===== src/rtl/cpair_pkg.sv =====
package cpair_pkg;
  typedef enum logic [2:0] {
    CK_OK,
    CK_SLOT,
    CK_CHAN,
    CK_ZERO,
    CK_SUM,
    CK_OWNED
  } cfg_verdict_e;
endpackage


===== src/rtl/cpair_cfg_check.sv =====
module cpair_cfg_check
  import cpair_pkg::*;
#(
  parameter int NCH   = 6,
  parameter int NPAIR = 2,
  parameter int CW    = 16,
  parameter int CHW   = 3,
  parameter int SW    = 1
) (
  input  logic [SW-1:0]              slot,
  input  logic [CHW-1:0]             ch_a,
  input  logic [CHW-1:0]             ch_b,
  input  logic [CW-1:0]              period,
  input  logic [CW-1:0]              high_a,
  input  logic [CW-1:0]              high_b,
  input  logic [NPAIR-1:0]           owned,
  input  logic [NPAIR-1:0][CHW-1:0]  own_a,
  input  logic [NPAIR-1:0][CHW-1:0]  own_b,
  output cfg_verdict_e               verdict
);
  logic [CW:0] sum_w;
  logic        clash;

  assign sum_w = {1'b0, high_a} + {1'b0, high_b};

  always_comb begin
    clash = 1'b0;
    for (int s = 0; s < NPAIR; s++) begin
      if (owned[s] && (slot != SW'(s)) &&
          (own_a[s] == ch_a || own_a[s] == ch_b ||
           own_b[s] == ch_a || own_b[s] == ch_b))
        clash = 1'b1;
    end
  end

  always_comb begin
    if ({1'b0, slot} >= (SW+1)'(NPAIR))
      verdict = CK_SLOT;
    else if (ch_a == ch_b || {1'b0, ch_a} >= (CHW+1)'(NCH) ||
             {1'b0, ch_b} >= (CHW+1)'(NCH))
      verdict = CK_CHAN;
    else if (high_a == '0 || high_b == '0)
      verdict = CK_ZERO;
    else if (sum_w > {1'b0, period})
      verdict = CK_SUM;
    else if (clash)
      verdict = CK_OWNED;
    else
      verdict = CK_OK;
  end
endmodule


===== src/rtl/cpair_engine.sv =====
module cpair_engine #(
  parameter int CW = 16
) (
  input  logic          clk,
  input  logic          rst_n,
  input  logic          load,
  input  logic          start,
  input  logic          stop,
  input  logic [CW-1:0] period,
  input  logic [CW-1:0] high_a,
  input  logic [CW-1:0] high_b,
  output logic          out_a,
  output logic          out_b
);
  logic [CW-1:0] per_q, fall_a_q, rise_b_q, fall_b_q, cnt_q;
  logic          run_q;
  logic [CW-1:0] slack, gap;

  assign slack = period - high_a - high_b;
  assign gap   = slack >> 1;

  always_ff @(posedge clk or negedge rst_n) begin
    if (!rst_n) begin
      per_q    <= '0;
      fall_a_q <= '0;
      rise_b_q <= '0;
      fall_b_q <= '0;
    end else if (load) begin
      per_q    <= period;
      fall_a_q <= high_a;
      rise_b_q <= high_a + gap;
      fall_b_q <= high_a + gap + high_b;
    end
  end

  always_ff @(posedge clk or negedge rst_n) begin
    if (!rst_n) begin
      run_q <= 1'b0;
      cnt_q <= '0;
    end else begin
      if (stop)       run_q <= 1'b0;
      else if (start) run_q <= 1'b1;
      if (start || load)
        cnt_q <= '0;
      else if (run_q)
        cnt_q <= (cnt_q == per_q - CW'(1)) ? '0 : cnt_q + CW'(1);
    end
  end

  assign out_a = run_q && (cnt_q < fall_a_q);
  assign out_b = run_q && (cnt_q >= rise_b_q) && (cnt_q < fall_b_q);
endmodule


===== src/rtl/pwm_cpair_unit.sv =====
module pwm_cpair_unit
  import cpair_pkg::*;
#(
  parameter int NCH   = 6,
  parameter int NPAIR = 2,
  parameter int CW    = 16,
  localparam int CHW  = (NCH > 1) ? $clog2(NCH) : 1,
  localparam int SW   = (NPAIR > 1) ? $clog2(NPAIR) : 1
) (
  input  logic             clk,
  input  logic             rst_n,
  input  logic             cfg_valid,
  output logic             cfg_ready,
  input  logic [SW-1:0]    cfg_slot,
  input  logic [CHW-1:0]   cfg_ch_a,
  input  logic [CHW-1:0]   cfg_ch_b,
  input  logic [CW-1:0]    cfg_period,
  input  logic [CW-1:0]    cfg_high_a,
  input  logic [CW-1:0]    cfg_high_b,
  input  logic [NPAIR-1:0] start,
  input  logic [NPAIR-1:0] stop,
  output logic             cfg_err,
  output logic [NCH-1:0]   pwm_out
);
  cfg_verdict_e             verdict;
  logic                     accept;
  logic [NPAIR-1:0]         slot_vld;
  logic [NPAIR-1:0][CHW-1:0] own_a, own_b;
  logic [NPAIR-1:0]         eng_a, eng_b;

  assign cfg_ready = 1'b1;

  cpair_cfg_check #(
    .NCH(NCH), .NPAIR(NPAIR), .CW(CW), .CHW(CHW), .SW(SW)
  ) i_check (
    .slot(cfg_slot), .ch_a(cfg_ch_a), .ch_b(cfg_ch_b),
    .period(cfg_period), .high_a(cfg_high_a), .high_b(cfg_high_b),
    .owned(slot_vld), .own_a(own_a), .own_b(own_b),
    .verdict(verdict)
  );

  assign accept = cfg_valid && (verdict == CK_OK);

  always_ff @(posedge clk or negedge rst_n) begin
    if (!rst_n) cfg_err <= 1'b0;
    else        cfg_err <= cfg_valid && (verdict != CK_OK);
  end

  for (genvar s = 0; s < NPAIR; s++) begin : g_slot
    logic load_s;
    assign load_s = accept && (cfg_slot == SW'(s));

    always_ff @(posedge clk or negedge rst_n) begin
      if (!rst_n) begin
        slot_vld[s] <= 1'b0;
        own_a[s]    <= '0;
        own_b[s]    <= '0;
      end else if (load_s) begin
        slot_vld[s] <= 1'b1;
        own_a[s]    <= cfg_ch_a;
        own_b[s]    <= cfg_ch_b;
      end
    end

    cpair_engine #(.CW(CW)) i_engine (
      .clk(clk), .rst_n(rst_n),
      .load(load_s),
      .start(start[s] && slot_vld[s]),
      .stop(stop[s]),
      .period(cfg_period), .high_a(cfg_high_a), .high_b(cfg_high_b),
      .out_a(eng_a[s]), .out_b(eng_b[s])
    );
  end

  always_comb begin
    pwm_out = '0;
    for (int c = 0; c < NCH; c++) begin
      for (int s = 0; s < NPAIR; s++) begin
        if (slot_vld[s] && own_a[s] == CHW'(c)) pwm_out[c] = pwm_out[c] | eng_a[s];
        if (slot_vld[s] && own_b[s] == CHW'(c)) pwm_out[c] = pwm_out[c] | eng_b[s];
      end
    end
  end
endmodule


===== config.mk =====
export PLATFORM = sky130hd
export DESIGN_NAME = pwm_cpair_unit
export DESIGN_NICKNAME = d
export VERILOG_FILES = /design/src/rtl/cpair_pkg.sv /design/src/rtl/cpair_cfg_check.sv /design/src/rtl/cpair_engine.sv /design/src/rtl/pwm_cpair_unit.sv
export SDC_FILE = /design/constraint.sdc
export NUM_CORES = 1
export LEC_CHECK = 0
export ABC_AREA = 1
export BUFFER_PORTS_ARGS = -buffer_cell sky130_fd_sc_hd__buf_2
export CAP_MARGIN = 25
export CORE_ASPECT_RATIO = 0.5
export CORE_UTILIZATION = 55
export CTS_CLUSTER_DIAMETER = 30
export DETAILED_ROUTE_END_ITERATION = 8
export PLACE_DENSITY = 0.82
export SLEW_MARGIN = 0
export SYNTH_ARGS = -nofsm -noshare
export SYNTH_HDL_FRONTEND = slang
export SYNTH_SLANG_ARGS = --single-unit

===== constraint.sdc =====
create_clock -name clk -period 2.2 [get_ports clk]
set_input_delay 0.33 -clock clk [delete_from_list [all_inputs] [get_ports clk]]
set_output_delay 0.33 -clock clk [all_outputs]
set_load 0.01 [all_outputs]

==> impl_metrics.xml, run 1 <==
<?xml version="1.0" encoding="UTF-8"?>
<metrics>
  <group name="yosys">
    <metric name="mappedNetlistArea" unit="sq mm">0.0152</metric>
    <metric name="synthFlopType" unit="">dfrtp_1</metric>
    <metric name="synth_warnings" unit="">0</metric>
    <metric name="post_synth_main_area_contributors" unit="">dfrtp_1 (29%), ha_1 (16%), nand2_1 (11%)</metric>
    <metric name="synthMostInstantiatedCell" unit="">nand2_1</metric>
    <metric name="synthArstFlopShare" unit="">1.00</metric>
    <metric name="synth_cell_types" unit="">46</metric>
    <metric name="synth_seq_cells" unit="">177</metric>
    <metric name="synth_nets" unit="">2334</metric>
    <metric name="post-synth-top-area-fraction" unit="">0.292</metric>
    <metric name="avgSynthCellArea" unit="sq um">7.36</metric>
    <metric name="synth_top_cell_by_area" unit="">dfrtp_1</metric>
    <metric name="yosys-top-cells-count" unit="">nand2_1 (441), inv_1 (306), ha_1 (189)</metric>
    <metric name="synth_cells" unit="">2065</metric>
    <metric name="synth_edf_count" unit="">0</metric>
    <metric name="synth.yosys.seq_area_share" unit="">0.292</metric>
  </group>
  <group name="clock_tree">
    <metric name="h-tree-depth" unit="">4</metric>
    <metric name="tritoncts_num_sinks" unit="">177</metric>
    <metric name="cts_made_buffers" unit="">17</metric>
    <metric name="cts-root-to-sink-buffers" unit="">2</metric>
    <metric name="cell_at_the_root_of_the_clock_tree" unit="">clkbuf_16</metric>
  </group>
  <group name="global_route">
    <metric name="largest_net_degree_at_the_start_of_global_routing" unit="">53</metric>
    <metric name="globalRouteTotalUtil" unit="">0.936</metric>
    <metric name="grt_overflow_total" unit="">853</metric>
  </group>
  <group name="place">
    <metric name="post-dp-hpwl" unit="microns">37900</metric>
    <metric name="place.gp.congestion" unit="">1.06</metric>
    <metric name="placed_area" unit="sq mm">0.0186</metric>
    <metric name="port-buffer-count" unit="">68</metric>
    <metric name="dp.cells" unit="">2773</metric>
  </group>
  <group name="floorplan">
    <metric name="dieHeight" unit="microns">120</metric>
    <metric name="die_width" unit="microns">237</metric>
    <metric name="initial_standard_cell_utilization_of_the_core" unit="">0.567</metric>
    <metric name="row_count" unit="">42</metric>
    <metric name="boundaryPins" unit="">70</metric>
  </group>
  <group name="sta">
    <metric name="worst-endpoint-pin-kind" unit="">register input</metric>
    <metric name="postGrtWorstEndpoint" unit="">g_slot[1].i_engine.fall_b_q[15]$_DFFE_PN0P_/D</metric>
  </group>
  <group name="run_status">
    <metric name="status" unit="">did not finish</metric>
    <metric name="outcome.stop_stage" unit="">global routing (5_1_grt)</metric>
    <metric name="firstError" unit="">[ERROR GRT-0232] Routing congestion too high. Check the congestion heatmap in the GUI.</metric>
  </group>
</metrics>
per-layer routing:
layer / GRT overflow / track usage
met1: 76 / 0.901
met2: 442 / 1.04
met3: 93 / 0.858
met4: 229 / 0.971
met5: 13 / 0.784
cells by family after synthesis:
group	synth area share
other	0.000247
flip-flops	0.292
adder cells (fa/ha/maj)	0.179
AO/OA/AOI/OAI	0.118
buffers and inverters	0.0987
XOR/XNOR	0.0773
AND/OR/NAND/NOR	0.235
stage by stage:
step	hold WS [ns]	setup slack, ns
4_1_cts	0.0295	-1.86
3_5_place_dp	0.249	-2.51
3_3_place_gp	0.250	-2.40
2_1_floorplan	0.0344	-2.08
what timing repair did:
item,in CTS
hold endpoints to repair,31
gates resized for setup,410
endpoints found under the setup margin,181
setup buffers,60
pin swaps,107
gates cloned,44
hold buffers,1
==> inputs of run 2 (changes only) <==
Settings changed: CORE_ASPECT_RATIO 0.5 to default, CORE_UTILIZATION 55 to 40, CTS_CLUSTER_DIAMETER 30 to default, PLACE_DENSITY 0.82 to default, PLACE_DENSITY_LB_ADDON from default to 0.15.
Clock period 2.2 ns to 2.9 ns, I/O delays scaled along.
==> impl_metrics.xml, run 2 <==
<?xml version="1.0" encoding="UTF-8"?>
<metrics>
  <group name="run_status">
    <metric name="status" unit="">finished with violations</metric>
    <metric name="failed_checks" unit="">negative setup slack</metric>
  </group>
  <group name="clock_tree">
    <metric name="cts_made_buffers" unit="">17</metric>
    <metric name="clock_tree_from_tritoncts" unit="">built</metric>
    <metric name="h-tree-depth" unit="">4</metric>
    <metric name="cell_at_the_root_of_the_clock_tree" unit="">clkbuf_16</metric>
    <metric name="cts-root-to-sink-buffers" unit="">2</metric>
    <metric name="insertion_delay" unit="ns">0.45</metric>
    <metric name="tritoncts_num_sinks" unit="">177</metric>
    <metric name="path_clk_slew" unit="ns">0.07</metric>
  </group>
  <group name="setup_path">
    <metric name="worst_setup_path_start_kind" unit="">input pin</metric>
    <metric name="timing.critical_path.slowest_cell_delay" unit="ns">0.58</metric>
    <metric name="timing_worst_setup_path_type" unit="">input pin to register</metric>
    <metric name="cp.arrival" unit="ns">4.62</metric>
    <metric name="timing.critical_path.fanout_max" unit="">4</metric>
    <metric name="endpoint_kind" unit="">register</metric>
    <metric name="timing.critical_path.slowest_stage_cell" unit="">fa_1</metric>
    <metric name="worst_ep_required_time" unit="ns">3.29</metric>
    <metric name="crit_path_cell_trace" unit="">buf_2, fa_1, ha_4, a21oi_1, o21ai_2, a21oi_2, buf_4, xor2_1, ha_1, a21oi_2, buf_4, o21ai_4, a21oi_2, xor2_1, inv_1, ha_4, nand2_4, nor3_4, nand2_1, nand4_1, buf_4, xor2_4, nand4_1, nand2_1</metric>
  </group>
  <group name="detailed_routing">
    <metric name="route.detailed.vias_per_inst" unit="">5.12</metric>
    <metric name="wl_per_cell" unit="microns">18.0</metric>
    <metric name="wl" unit="microns">54000</metric>
    <metric name="detail_route.drc_violations" unit="">0</metric>
    <metric name="firstDrtPassIters" unit="">5</metric>
    <metric name="drt_first_iter_violations" unit="">921</metric>
    <metric name="via_count" unit="">15300</metric>
    <metric name="met2WireLength" unit="microns">25900</metric>
    <metric name="detail_route.wirelength.met1" unit="microns">23500</metric>
    <metric name="wl_met3" unit="microns">2620</metric>
    <metric name="drtAntennaViolNets" unit="">0</metric>
    <metric name="maxUsedRoutingLayer" unit="">met4</metric>
  </group>
  <group name="yosys">
    <metric name="post_synth_main_area_contributors" unit="">dfrtp_1 (29%), ha_1 (16%), nand2_1 (11%)</metric>
    <metric name="synth.yosys.seq_area_share" unit="">0.292</metric>
    <metric name="synth_nets" unit="">2334</metric>
    <metric name="yosys-top-cells-count" unit="">nand2_1 (441), inv_1 (306), ha_1 (189)</metric>
    <metric name="synth_warnings" unit="">0</metric>
    <metric name="synth_edf_count" unit="">0</metric>
    <metric name="synth_cell_types" unit="">46</metric>
    <metric name="synthFlopType" unit="">dfrtp_1</metric>
    <metric name="synth_top_cell_by_area" unit="">dfrtp_1</metric>
    <metric name="mappedNetlistArea" unit="sq mm">0.0152</metric>
    <metric name="synth_cells" unit="">2065</metric>
    <metric name="synthMostInstantiatedCell" unit="">nand2_1</metric>
    <metric name="post-synth-top-area-fraction" unit="">0.292</metric>
    <metric name="synthArstFlopShare" unit="">1.00</metric>
    <metric name="synth_seq_cells" unit="">177</metric>
    <metric name="avgSynthCellArea" unit="sq um">7.36</metric>
  </group>
  <group name="final_layout">
    <metric name="nets" unit="">2740</metric>
    <metric name="area_growth" unit="%">48.2</metric>
    <metric name="utilization" unit="">0.600</metric>
    <metric name="most-common-layout-cells" unit="">nand2_1 (340), inv_1 (287), buf_4 (283)</metric>
    <metric name="final_layout_size_suffix_gt1_frac" unit="">0.340</metric>
    <metric name="finish.instance_area" unit="sq mm">0.0225</metric>
    <metric name="antennaDiodeCount" unit="">0</metric>
    <metric name="num-fill-cells" unit="">3312</metric>
    <metric name="final_common_cell" unit="">nand2_1</metric>
  </group>
  <group name="place">
    <metric name="placed_area" unit="sq mm">0.0183</metric>
    <metric name="port-buffer-count" unit="">68</metric>
    <metric name="place_worst_setup_slack" unit="ns">-1.94</metric>
    <metric name="place.gp.congestion" unit="">0.912</metric>
    <metric name="post-dp-hpwl" unit="microns">38500</metric>
  </group>
  <group name="floorplan">
    <metric name="initial_standard_cell_utilization_of_the_core" unit="">0.405</metric>
    <metric name="boundaryPins" unit="">70</metric>
    <metric name="die_area" unit="sq mm">0.0388</metric>
    <metric name="row_count" unit="">71</metric>
    <metric name="dieHeight" unit="microns">197</metric>
    <metric name="coreArea" unit="sq mm">0.0375</metric>
    <metric name="die_width" unit="microns">197</metric>
  </group>
  <group name="sta">
    <metric name="timing.final.max_slew_violations" unit="">0</metric>
    <metric name="clock_skew" unit="ns">0.0129</metric>
    <metric name="period_needed" unit="ns">4.23</metric>
    <metric name="post-route-period-util" unit="">1.46</metric>
    <metric name="report.final.setup_viol" unit="">181</metric>
    <metric name="timing.max_slew.rel_slack" unit="">0.472</metric>
    <metric name="final-hold-violation-count" unit="">0</metric>
    <metric name="setup_ws" unit="ns">-1.33</metric>
    <metric name="grt_setup_unrepaired" unit="">yes</metric>
    <metric name="setup_tns" unit="ns">-108.19</metric>
    <metric name="tightest_slew" unit="ns">0.790</metric>
    <metric name="fin_worst_hold_slack" unit="ns">0.130</metric>
    <metric name="max_clock_freq" unit="GHz">0.236</metric>
  </group>
  <group name="global_route">
    <metric name="grt_pass1_wl" unit="microns">79100</metric>
    <metric name="antenna_violations_before_repair" unit="">0</metric>
    <metric name="via_count_of_the_first_global_routing_pass" unit="">14900</metric>
    <metric name="globalRouteTotalUtil" unit="">0.268</metric>
    <metric name="largest_net_degree_at_the_start_of_global_routing" unit="">59</metric>
    <metric name="grt_overflow_total" unit="">0</metric>
  </group>
  <group name="power_and_ir_drop">
    <metric name="power_leakage" unit="nW">11.2</metric>
    <metric name="max-vdd-ir-drop" unit="V">0.000595</metric>
    <metric name="power_report.internal_total" unit="W">0.0119</metric>
    <metric name="power_density" unit="mW/mm^2">948</metric>
    <metric name="seq_power_share" unit="">0.196</metric>
    <metric name="power.clock.fraction" unit="">0.120</metric>
    <metric name="power.share.combinational" unit="">0.684</metric>
    <metric name="switching_portion_of_total_power" unit="">0.444</metric>
    <metric name="power.net_switching" unit="W">0.00947</metric>
  </group>
  <group name="hold_path">
    <metric name="holdCritPathClass" unit="">input pin to register</metric>
  </group>
  <group name="flow_run">
    <metric name="max-cap-violations" unit="">0</metric>
  </group>
</metrics>
## run 2: cell counts after synthesis
No cell type changed its count.
## run 2: power groups by stage
stage	clock (W)	combinational (W)	sequential (W)
2_1_floorplan	0	0.00611	0.00382
3_3_place_gp	0	0.0101	0.00407
3_5_place_dp	0	0.0103	0.00409
4_1_cts	0.00259	0.0123	0.00410
5_1_grt	0.00268	0.0158	0.00432
6_report	0.00255	0.0146	0.00419
## run 2: final timing paths
check / startpoint / slack [ns] / cells past startpoint / end
worst min-delay path: stop[1] / 0.13 / 2 / g_slot[1].i_engine.run_q
max in group asynchronous: rst_n / 1.61 / 3 / g_slot[0].i_engine.fall_a_q[6]
worst max register to register: g_slot[0].i_engine.per_q[0] / 0.25 / 14 / g_slot[0].i_engine.cnt_q[4]
worst min register to register: g_slot[0].i_engine.fall_b_q[11] / 0.48 / 2 / g_slot[0].i_engine.fall_b_q[11]
min in group asynchronous: rst_n / 0.52 / 2 / g_slot[1].i_engine.per_q[0]
worst max-delay path: cfg_period[7] / -1.33 / 24 / g_slot[0].i_engine.fall_b_q[11]
## run 2: cell type report
class,count,area [sq um],area share
inverter,307,1180,0.0524
timing repair buffer,453,4280,0.190
sequential,177,4430,0.197
multi-input combinational,1515,11300,0.504
tap,511,639,0.0284
clock inverter,12,169,0.00750
clock buffer,20,467,0.0207
## run 2: metal layers
metal  up-vias  GRT usage
met5         -          0
met4         0      0.110
met3        82     0.0359
met2       396      0.453
met1      7318      0.344
li1       7534          -
## run 2: worst max-delay path, delay by kind of cell
family,cells,cell delay (ns)
xor+xnor,3,0.50
compound gates,6,0.80
simple gates,6,0.80
buf+inv,5,0.66
fa+ha+maj,4,1.43
## run 2: per-stage QoR
stage          cells  power (W)
2_1_floorplan   2065    0.00993
3_3_place_gp    2873     0.0142
3_5_place_dp    2873     0.0144
4_1_cts         2954     0.0190
5_1_grt         2995     0.0228
6_report        2995     0.0213
## run 2: what timing repair did
item | in CTS | in global routing
pin swaps | 123 | 130
setup endpoints to repair | 181 | 181
gates resized for setup | 242 | 283
hold buffers | 1 | 0
gates cloned | 14 | 20
endpoints found under the hold margin | 31 | 0
setup buffers | 36 | 33
## run 2: cell families after synthesis
| logic type | share of synthesized area |
|---|---|
| flip-flops | 0.292 |
| adder cells (fa/ha/maj) | 0.179 |
| buffers and inverters | 0.0987 |
| AND/OR/NAND/NOR | 0.235 |
| other | 0.000247 |
| XOR/XNOR | 0.0773 |
| AO/OA/AOI/OAI | 0.118 |
Note: power is estimated with default switching activity, not from simulation.
==> inputs of run 3 (changes only) <==
Settings changed: ABC_AREA 1 to default, CORE_ASPECT_RATIO from default to 0.8.
==> impl_metrics.xml, run 3 <==
<?xml version="1.0" encoding="UTF-8"?>
<metrics>
  <group name="global_route">
    <metric name="largest_net_degree_at_the_start_of_global_routing" unit="">68</metric>
    <metric name="via_count_of_the_first_global_routing_pass" unit="">13800</metric>
    <metric name="grt_use_met1" unit="">0.415</metric>
    <metric name="met3_usage" unit="">0.0417</metric>
    <metric name="globalRouteTotalUtil" unit="">0.292</metric>
    <metric name="grt_pass1_wl" unit="microns">80900</metric>
    <metric name="grt_overflow_total" unit="">0</metric>
    <metric name="grt.met2_usage" unit="">0.454</metric>
    <metric name="top_usage_layer" unit="">met2</metric>
    <metric name="antenna_violations_before_repair" unit="">1</metric>
  </group>
  <group name="power_and_ir_drop">
    <metric name="power_leakage" unit="nW">10.7</metric>
    <metric name="power_density" unit="mW/mm^2">935</metric>
    <metric name="max-vdd-ir-drop" unit="V">0.000604</metric>
    <metric name="power.net_switching" unit="W">0.00877</metric>
    <metric name="switching_portion_of_total_power" unit="">0.425</metric>
    <metric name="power.share.combinational" unit="">0.684</metric>
    <metric name="seq_power_share" unit="">0.204</metric>
    <metric name="power_report.internal_total" unit="W">0.0119</metric>
    <metric name="power.clock.fraction" unit="">0.112</metric>
  </group>
  <group name="run_status">
    <metric name="status" unit="">finished with violations</metric>
    <metric name="failed_checks" unit="">design-rule violations, negative hold slack, negative setup slack</metric>
  </group>
  <group name="sta">
    <metric name="final-hold-violation-count" unit="">2</metric>
    <metric name="timing.max_slew.rel_slack" unit="">0.561</metric>
    <metric name="fin_worst_hold_slack" unit="ns">-0.0136</metric>
    <metric name="timing.final.max_slew_violations" unit="">0</metric>
    <metric name="grt_setup_unrepaired" unit="">yes</metric>
    <metric name="report.final.setup_viol" unit="">181</metric>
    <metric name="setup_ws" unit="ns">-2.01</metric>
    <metric name="period_needed" unit="ns">4.91</metric>
    <metric name="clock_skew" unit="ns">0.0151</metric>
    <metric name="max_clock_freq" unit="GHz">0.204</metric>
    <metric name="post-route-period-util" unit="">1.69</metric>
    <metric name="tightest_slew" unit="ns">0.658</metric>
  </group>
  <group name="final_layout">
    <metric name="layout.cells.non_filler" unit="">2556</metric>
    <metric name="final_common_cell" unit="">buf_4</metric>
    <metric name="area_growth" unit="%">52.2</metric>
    <metric name="utilization" unit="">0.617</metric>
    <metric name="nets" unit="">2333</metric>
    <metric name="antennaDiodeCount" unit="">0</metric>
    <metric name="finish.instance_area" unit="sq mm">0.0221</metric>
    <metric name="final_layout_size_suffix_gt1_frac" unit="">0.430</metric>
    <metric name="most-common-layout-cells" unit="">buf_4 (328), dfrtp_1 (177), ha_1 (172)</metric>
  </group>
  <group name="yosys">
    <metric name="mappedNetlistArea" unit="sq mm">0.0145</metric>
    <metric name="synth_cells" unit="">1608</metric>
    <metric name="synthFlopType" unit="">dfrtp_1</metric>
    <metric name="synth_edf_count" unit="">0</metric>
    <metric name="synth_warnings" unit="">0</metric>
    <metric name="synth_nets" unit="">1877</metric>
    <metric name="synthMostInstantiatedCell" unit="">ha_1</metric>
    <metric name="synth.yosys.seq_area_share" unit="">0.305</metric>
    <metric name="avgSynthCellArea" unit="sq um">9.03</metric>
    <metric name="post-synth-top-area-fraction" unit="">0.305</metric>
    <metric name="synth_seq_cells" unit="">177</metric>
    <metric name="synth_top_cell_by_area" unit="">dfrtp_1</metric>
    <metric name="synthArstFlopShare" unit="">1.00</metric>
    <metric name="post_synth_main_area_contributors" unit="">dfrtp_1 (31%), ha_1 (16%), xnor2_1 (5.3%)</metric>
    <metric name="yosys-top-cells-count" unit="">ha_1 (189), dfrtp_1 (177), inv_1 (169)</metric>
    <metric name="synth_cell_types" unit="">83</metric>
  </group>
  <group name="clock_tree">
    <metric name="tritoncts_num_sinks" unit="">177</metric>
    <metric name="post_cts_hold_buffer_count" unit="">0</metric>
    <metric name="path_clk_slew" unit="ns">0.08</metric>
    <metric name="insertion_delay" unit="ns">0.47</metric>
    <metric name="h-tree-depth" unit="">4</metric>
    <metric name="cts_made_buffers" unit="">17</metric>
    <metric name="clock_tree_from_tritoncts" unit="">built</metric>
    <metric name="cell_at_the_root_of_the_clock_tree" unit="">clkbuf_16</metric>
    <metric name="cts-root-to-sink-buffers" unit="">2</metric>
  </group>
  <group name="place">
    <metric name="placed_area" unit="sq mm">0.0184</metric>
    <metric name="place.gp.congestion" unit="">0.900</metric>
    <metric name="dp.cells" unit="">2451</metric>
    <metric name="post-dp-hpwl" unit="microns">39300</metric>
    <metric name="port-buffer-count" unit="">68</metric>
    <metric name="place_worst_setup_slack" unit="ns">-2.56</metric>
  </group>
  <group name="floorplan">
    <metric name="dieHeight" unit="microns">172</metric>
    <metric name="row_count" unit="">62</metric>
    <metric name="coreArea" unit="sq mm">0.0358</metric>
    <metric name="die_width" unit="microns">215</metric>
    <metric name="boundaryPins" unit="">70</metric>
    <metric name="die_area" unit="sq mm">0.0371</metric>
    <metric name="initial_standard_cell_utilization_of_the_core" unit="">0.405</metric>
  </group>
  <group name="setup_path">
    <metric name="endpoint_kind" unit="">register</metric>
    <metric name="timing_worst_setup_path_type" unit="">input pin to register</metric>
    <metric name="timing.critical_path.fanout_max" unit="">3</metric>
    <metric name="cp.arrival" unit="ns">5.28</metric>
    <metric name="worst_setup_path_start_kind" unit="">input pin</metric>
    <metric name="worst_ep_required_time" unit="ns">3.27</metric>
  </group>
  <group name="detailed_routing">
    <metric name="wl" unit="microns">54200</metric>
    <metric name="drt_first_iter_violations" unit="">1089</metric>
    <metric name="wl_per_cell" unit="microns">21.2</metric>
    <metric name="route.detailed.vias_per_inst" unit="">5.45</metric>
    <metric name="via_count" unit="">13900</metric>
    <metric name="drtAntennaViolNets" unit="">0</metric>
    <metric name="firstDrtPassIters" unit="">7</metric>
    <metric name="detail_route.drc_violations" unit="">2</metric>
  </group>
  <group name="hold_path">
    <metric name="holdCritPathClass" unit="">input pin to async pin</metric>
  </group>
  <group name="flow_run">
    <metric name="max-cap-violations" unit="">0</metric>
  </group>
</metrics>
==> run 3: metrics by stage <==
stage | power, W | hold WS, ns | setup TNS, ns
after floorplan | 0.0105 | 0.139 | -211.94
after global placement | 0.0150 | 0.494 | -340.90
after detailed placement | 0.0152 | 0.497 | -344.07
after CTS | 0.0193 | 0.0133 | -236.85
after global routing | 0.0219 | 0.0263 | -261.20
final | 0.0206 | -0.0136 | -247.46
==> run 3: repair_timing <==
action                                  CTS  global route
setup buffers                            53            22
pin swaps                               134            82
cloned                                   21             0
endpoints found under the setup margin  181           181
gates resized for setup                 334           153
==> run 3: worst paths after layout <==
check | start | endpoint | slack [ns] | cells past startpoint
min in group clk | stop[0] | g_slot[0].i_engine.run_q | 0.12 | 2
worst min-delay path | rst_n | g_slot[0].i_engine.cnt_q[14] | -0.01 | 1
worst max-delay path | cfg_period[2] | g_slot[0].i_engine.fall_b_q[15] | -2.01 | 24
max in group asynchronous | rst_n | g_slot[0].i_engine.fall_a_q[4] | 2.06 | 2
worst max register to register | g_slot[1].i_engine.per_q[0] | g_slot[1].i_engine.cnt_q[1] | -0.27 | 12
worst min register to register | g_slot[1].i_engine.rise_b_q[13] | g_slot[1].i_engine.rise_b_q[13] | 0.52 | 1
==> run 3: critical path: stages <==
cell and delay [ns]:
buf_6 0.10, fa_1 0.59, ha_4 0.23, a21o_1 0.16, a21oi_2 0.19, buf_4 0.16, xnor2_2 0.06, ha_1 0.33
buf_6 0.13, nor2b_4 0.14, o31ai_4 0.26, buf_6 0.14, nor2b_4 0.15, xnor2_2 0.07, ha_1 0.33, a21oi_2 0.19
nand2b_4 0.15, o211ai_1 0.11, a21oi_2 0.18, nor2b_1 0.07, o21a_1 0.19, o41ai_2 0.36, xnor3_1 0.29, mux2_2 0.27
==> run 3: cell type report <==
class,count,area [sq um]
Multi-Input combinational cell,1205,11400
Clock buffer,17,425
Tap cell,480,601
Sequential cell,177,4430
Fill cell,2901,13700
Timing Repair Buffer,494,4490
Clock inverter,14,138
Inverter,169,637
==> run 3: metal layers <==
metal  part of all wire  up-vias
met5            0.00024        -
met4              0.028        2
li1                   -     6605
met3              0.052       83
met2               0.45      428
met1               0.47     6802
==> run 3: cells by family (layout without fill, tap and decap cells) <==
family                     Yosys count  after routing  share of synthesized area
and+or+nand+nor                    430            430                      0.155
adders and majority gates          207            207                      0.188
xor gates and xnor gates           122            122                     0.0746
buffers and inverters              227            694                     0.0604
other                                1              1                   0.000258
AOI/OAI and AO/OA                  383            384                      0.169
muxes                               61             61                     0.0473
DFF                                177            177                      0.305
==> run 3: power groups by stage <==
stage	combinational [W]	sequential, W	clock [W]
after global placement	0.0108	0.00418	0
after global routing	0.0151	0.00435	0.00245
after detailed placement	0.0110	0.00421	0
after CTS	0.0128	0.00420	0.00234
after floorplan	0.00650	0.00403	0
final	0.0141	0.00422	0.00231
==> inputs of run 4 (changes only) <==
Settings changed: ABC_AREA from default to 1.
==> impl_metrics.xml, run 4 (synthesized netlist as in run 2, its figures left out) <==
<?xml version="1.0" encoding="UTF-8"?>
<metrics>
  <group name="detailed_routing">
    <metric name="via_count" unit="">15500</metric>
    <metric name="firstDrtPassIters" unit="">5</metric>
    <metric name="wl_per_cell" unit="microns">18.4</metric>
    <metric name="detail_route.drc_violations" unit="">0</metric>
    <metric name="drt_first_iter_violations" unit="">1062</metric>
    <metric name="drtAntennaViolNets" unit="">0</metric>
    <metric name="wl" unit="microns">55100</metric>
    <metric name="route.detailed.vias_per_inst" unit="">5.18</metric>
  </group>
  <group name="clock_tree">
    <metric name="post_cts_hold_buffer_count" unit="">0</metric>
    <metric name="h-tree-depth" unit="">4</metric>
    <metric name="cts-root-to-sink-buffers" unit="">2</metric>
    <metric name="clock_tree_from_tritoncts" unit="">built</metric>
    <metric name="insertion_delay" unit="ns">0.46</metric>
    <metric name="cell_at_the_root_of_the_clock_tree" unit="">clkbuf_16</metric>
    <metric name="path_clk_slew" unit="ns">0.07</metric>
    <metric name="tritoncts_num_sinks" unit="">177</metric>
    <metric name="cts_made_buffers" unit="">17</metric>
  </group>
  <group name="final_layout">
    <metric name="final_layout_size_suffix_gt1_frac" unit="">0.362</metric>
    <metric name="final-seq-area" unit="sq mm">0.00444</metric>
    <metric name="layout.cells.non_filler" unit="">2999</metric>
    <metric name="multi_input_comb_area" unit="sq mm">0.0114</metric>
    <metric name="nets" unit="">2768</metric>
    <metric name="most-common-layout-cells" unit="">nand2_1 (335), buf_4 (321), inv_1 (281)</metric>
    <metric name="finish.instance_area" unit="sq mm">0.0227</metric>
    <metric name="antennaDiodeCount" unit="">0</metric>
    <metric name="num-fill-cells" unit="">3241</metric>
    <metric name="area_growth" unit="%">49.5</metric>
    <metric name="final_common_cell" unit="">nand2_1</metric>
  </group>
  <group name="global_route">
    <metric name="via_count_of_the_first_global_routing_pass" unit="">14900</metric>
    <metric name="grt_overflow_total" unit="">0</metric>
    <metric name="grt_pass1_wl" unit="microns">79500</metric>
    <metric name="antenna_violations_before_repair" unit="">1</metric>
    <metric name="largest_net_degree_at_the_start_of_global_routing" unit="">81</metric>
    <metric name="globalRouteTotalUtil" unit="">0.269</metric>
  </group>
  <group name="sta">
    <metric name="post-route-period-util" unit="">1.47</metric>
    <metric name="timing.max_slew.rel_slack" unit="">0.393</metric>
    <metric name="setup_ws" unit="ns">-1.36</metric>
    <metric name="setup_tns" unit="ns">-120.70</metric>
    <metric name="max_clock_freq" unit="GHz">0.235</metric>
    <metric name="tightest_slew" unit="ns">0.908</metric>
    <metric name="clock_skew" unit="ns">0.0171</metric>
    <metric name="grt_setup_unrepaired" unit="">yes</metric>
    <metric name="period_needed" unit="ns">4.26</metric>
    <metric name="final-hold-violation-count" unit="">0</metric>
    <metric name="report.final.setup_viol" unit="">181</metric>
    <metric name="timing.final.max_slew_violations" unit="">0</metric>
  </group>
  <group name="setup_path">
    <metric name="ff2ff_path_depth" unit="">14</metric>
    <metric name="timing_worst_setup_path_type" unit="">input pin to register</metric>
    <metric name="timing.critical_path.fanout_max" unit="">5</metric>
    <metric name="timing.reg2reg.setup_slack" unit="ns">0.32</metric>
    <metric name="cp.arrival" unit="ns">4.65</metric>
    <metric name="endpoint_kind" unit="">register</metric>
    <metric name="launching_point_of_the_worst_reg2reg_path" unit="">g_slot[0].i_engine.per_q[0]</metric>
    <metric name="worst_ep_required_time" unit="ns">3.29</metric>
    <metric name="worst_setup_path_start_kind" unit="">input pin</metric>
    <metric name="regToRegEndpoint" unit="">g_slot[0].i_engine.cnt_q[14]</metric>
  </group>
  <group name="place">
    <metric name="post-dp-hpwl" unit="microns">39600</metric>
    <metric name="port-buffer-count" unit="">68</metric>
    <metric name="dp.cells" unit="">2864</metric>
    <metric name="place.gp.congestion" unit="">0.908</metric>
    <metric name="placed_area" unit="sq mm">0.0184</metric>
    <metric name="place_worst_setup_slack" unit="ns">-1.94</metric>
  </group>
  <group name="hold_path">
    <metric name="holdCritPathClass" unit="">input pin to async pin</metric>
  </group>
  <group name="power_and_ir_drop">
    <metric name="finalPower" unit="W">0.0206</metric>
    <metric name="power_report.internal_total" unit="W">0.0113</metric>
    <metric name="max-vdd-ir-drop" unit="V">0.000589</metric>
    <metric name="power.net_switching" unit="W">0.00929</metric>
    <metric name="power.clock.fraction" unit="">0.113</metric>
    <metric name="switching_portion_of_total_power" unit="">0.450</metric>
    <metric name="power_density" unit="mW/mm^2">909</metric>
    <metric name="seq_power_share" unit="">0.207</metric>
    <metric name="power_leakage" unit="nW">11.3</metric>
    <metric name="power.share.combinational" unit="">0.680</metric>
  </group>
  <group name="floorplan">
    <metric name="coreArea" unit="sq mm">0.0372</metric>
    <metric name="boundaryPins" unit="">70</metric>
    <metric name="initial_standard_cell_utilization_of_the_core" unit="">0.408</metric>
    <metric name="dieHeight" unit="microns">176</metric>
    <metric name="die_width" unit="microns">220</metric>
    <metric name="row_count" unit="">63</metric>
    <metric name="die_area" unit="sq mm">0.0388</metric>
  </group>
  <group name="flow_run">
    <metric name="max-cap-violations" unit="">0</metric>
  </group>
  <group name="run_status">
    <metric name="status" unit="">finished with violations</metric>
    <metric name="failed_checks" unit="">negative setup slack</metric>
  </group>
</metrics>
## run 4: routing by layer
layer  up-vias  part of all wire  global-route usage  wire [microns]
met5         -           0.00024                   0              13
met4         2             0.020              0.0601            1100
met3        61             0.046              0.0284            2560
met2       352              0.46               0.423           25100
met1      7541              0.48               0.394           26300
li1       7587                 -                   -               -
## run 4: final cells by class
type,count,share of cell area
inverters,307,0.0524
well taps,487,0.0268
clock inverters,12,0.00534
repair buffers,480,0.197
flip-flops and latches,177,0.196
multi-input cells,1516,0.503
clock buffers,20,0.0201
## run 4: stage by stage
stage	util	hold WS, ns
after floorplan	-	0.139
after detailed placement	0.495	0.471
final	0.610	0.0106
after CTS	0.547	0.0354
after global routing	0.610	0.0616
after global placement	0.495	0.462
## run 4: worst max-delay path: stages
cell      delay [ns]
buf_2           0.10
inv_1           0.08
fa_1            0.46
ha_4            0.32
a21oi_2         0.07
o21ai_2         0.17
a21oi_2         0.07
buf_4           0.15
xor2_2          0.17
ha_1            0.36
buf_4           0.19
nand2_1         0.09
inv_1           0.08
a21boi_4        0.19
buf_4           0.13
buf_4           0.12
xnor2_4         0.12
ha_4            0.24
nand2_2         0.08
nor3_4          0.04
nand2_1         0.07
nand4_1         0.27
a21oi_2         0.29
xnor2_2         0.15
nand4_1         0.11
nand2_1         0.08
## run 4: power by group through the flow
stage	Combinational [W]	Clock [W]	Sequential [W]
after detailed placement	0.0105	0	0.00415
after global placement	0.0103	0	0.00412
after global routing	0.0153	0.00246	0.00438
after floorplan	0.00611	0	0.00382
after CTS	0.0122	0.00237	0.00411
final	0.0140	0.00233	0.00427
## run 4: worst max path at each step
stage	slack, ns	cells after the start	to	from
finish	-1.36	26	g_slot[0].i_engine.fall_b_q[13]	cfg_high_a[5]
global route	-1.55	26	g_slot[1].i_engine.fall_b_q[15]	cfg_period[2]
CTS	-1.26	27	g_slot[1].i_engine.fall_b_q[15]	cfg_period[2]
detailed placement	-1.94	26	g_slot[1].i_engine.fall_b_q[15]	cfg_high_a[2]
global placement	-1.86	23	g_slot[0].i_engine.fall_b_q[11]	cfg_high_b[5]
floorplan	-1.48	25	g_slot[0].i_engine.fall_b_q[15]	cfg_high_a[3]
## run 4: timing repair
item                                   4_1_cts  5_1_grt
setup endpoints to repair                  181      181
gates resized for setup                    184      391
buffers inserted                            44       34
pin swaps                                  100      126
cloned                                       5       31
endpoints found under the hold margin        0        0
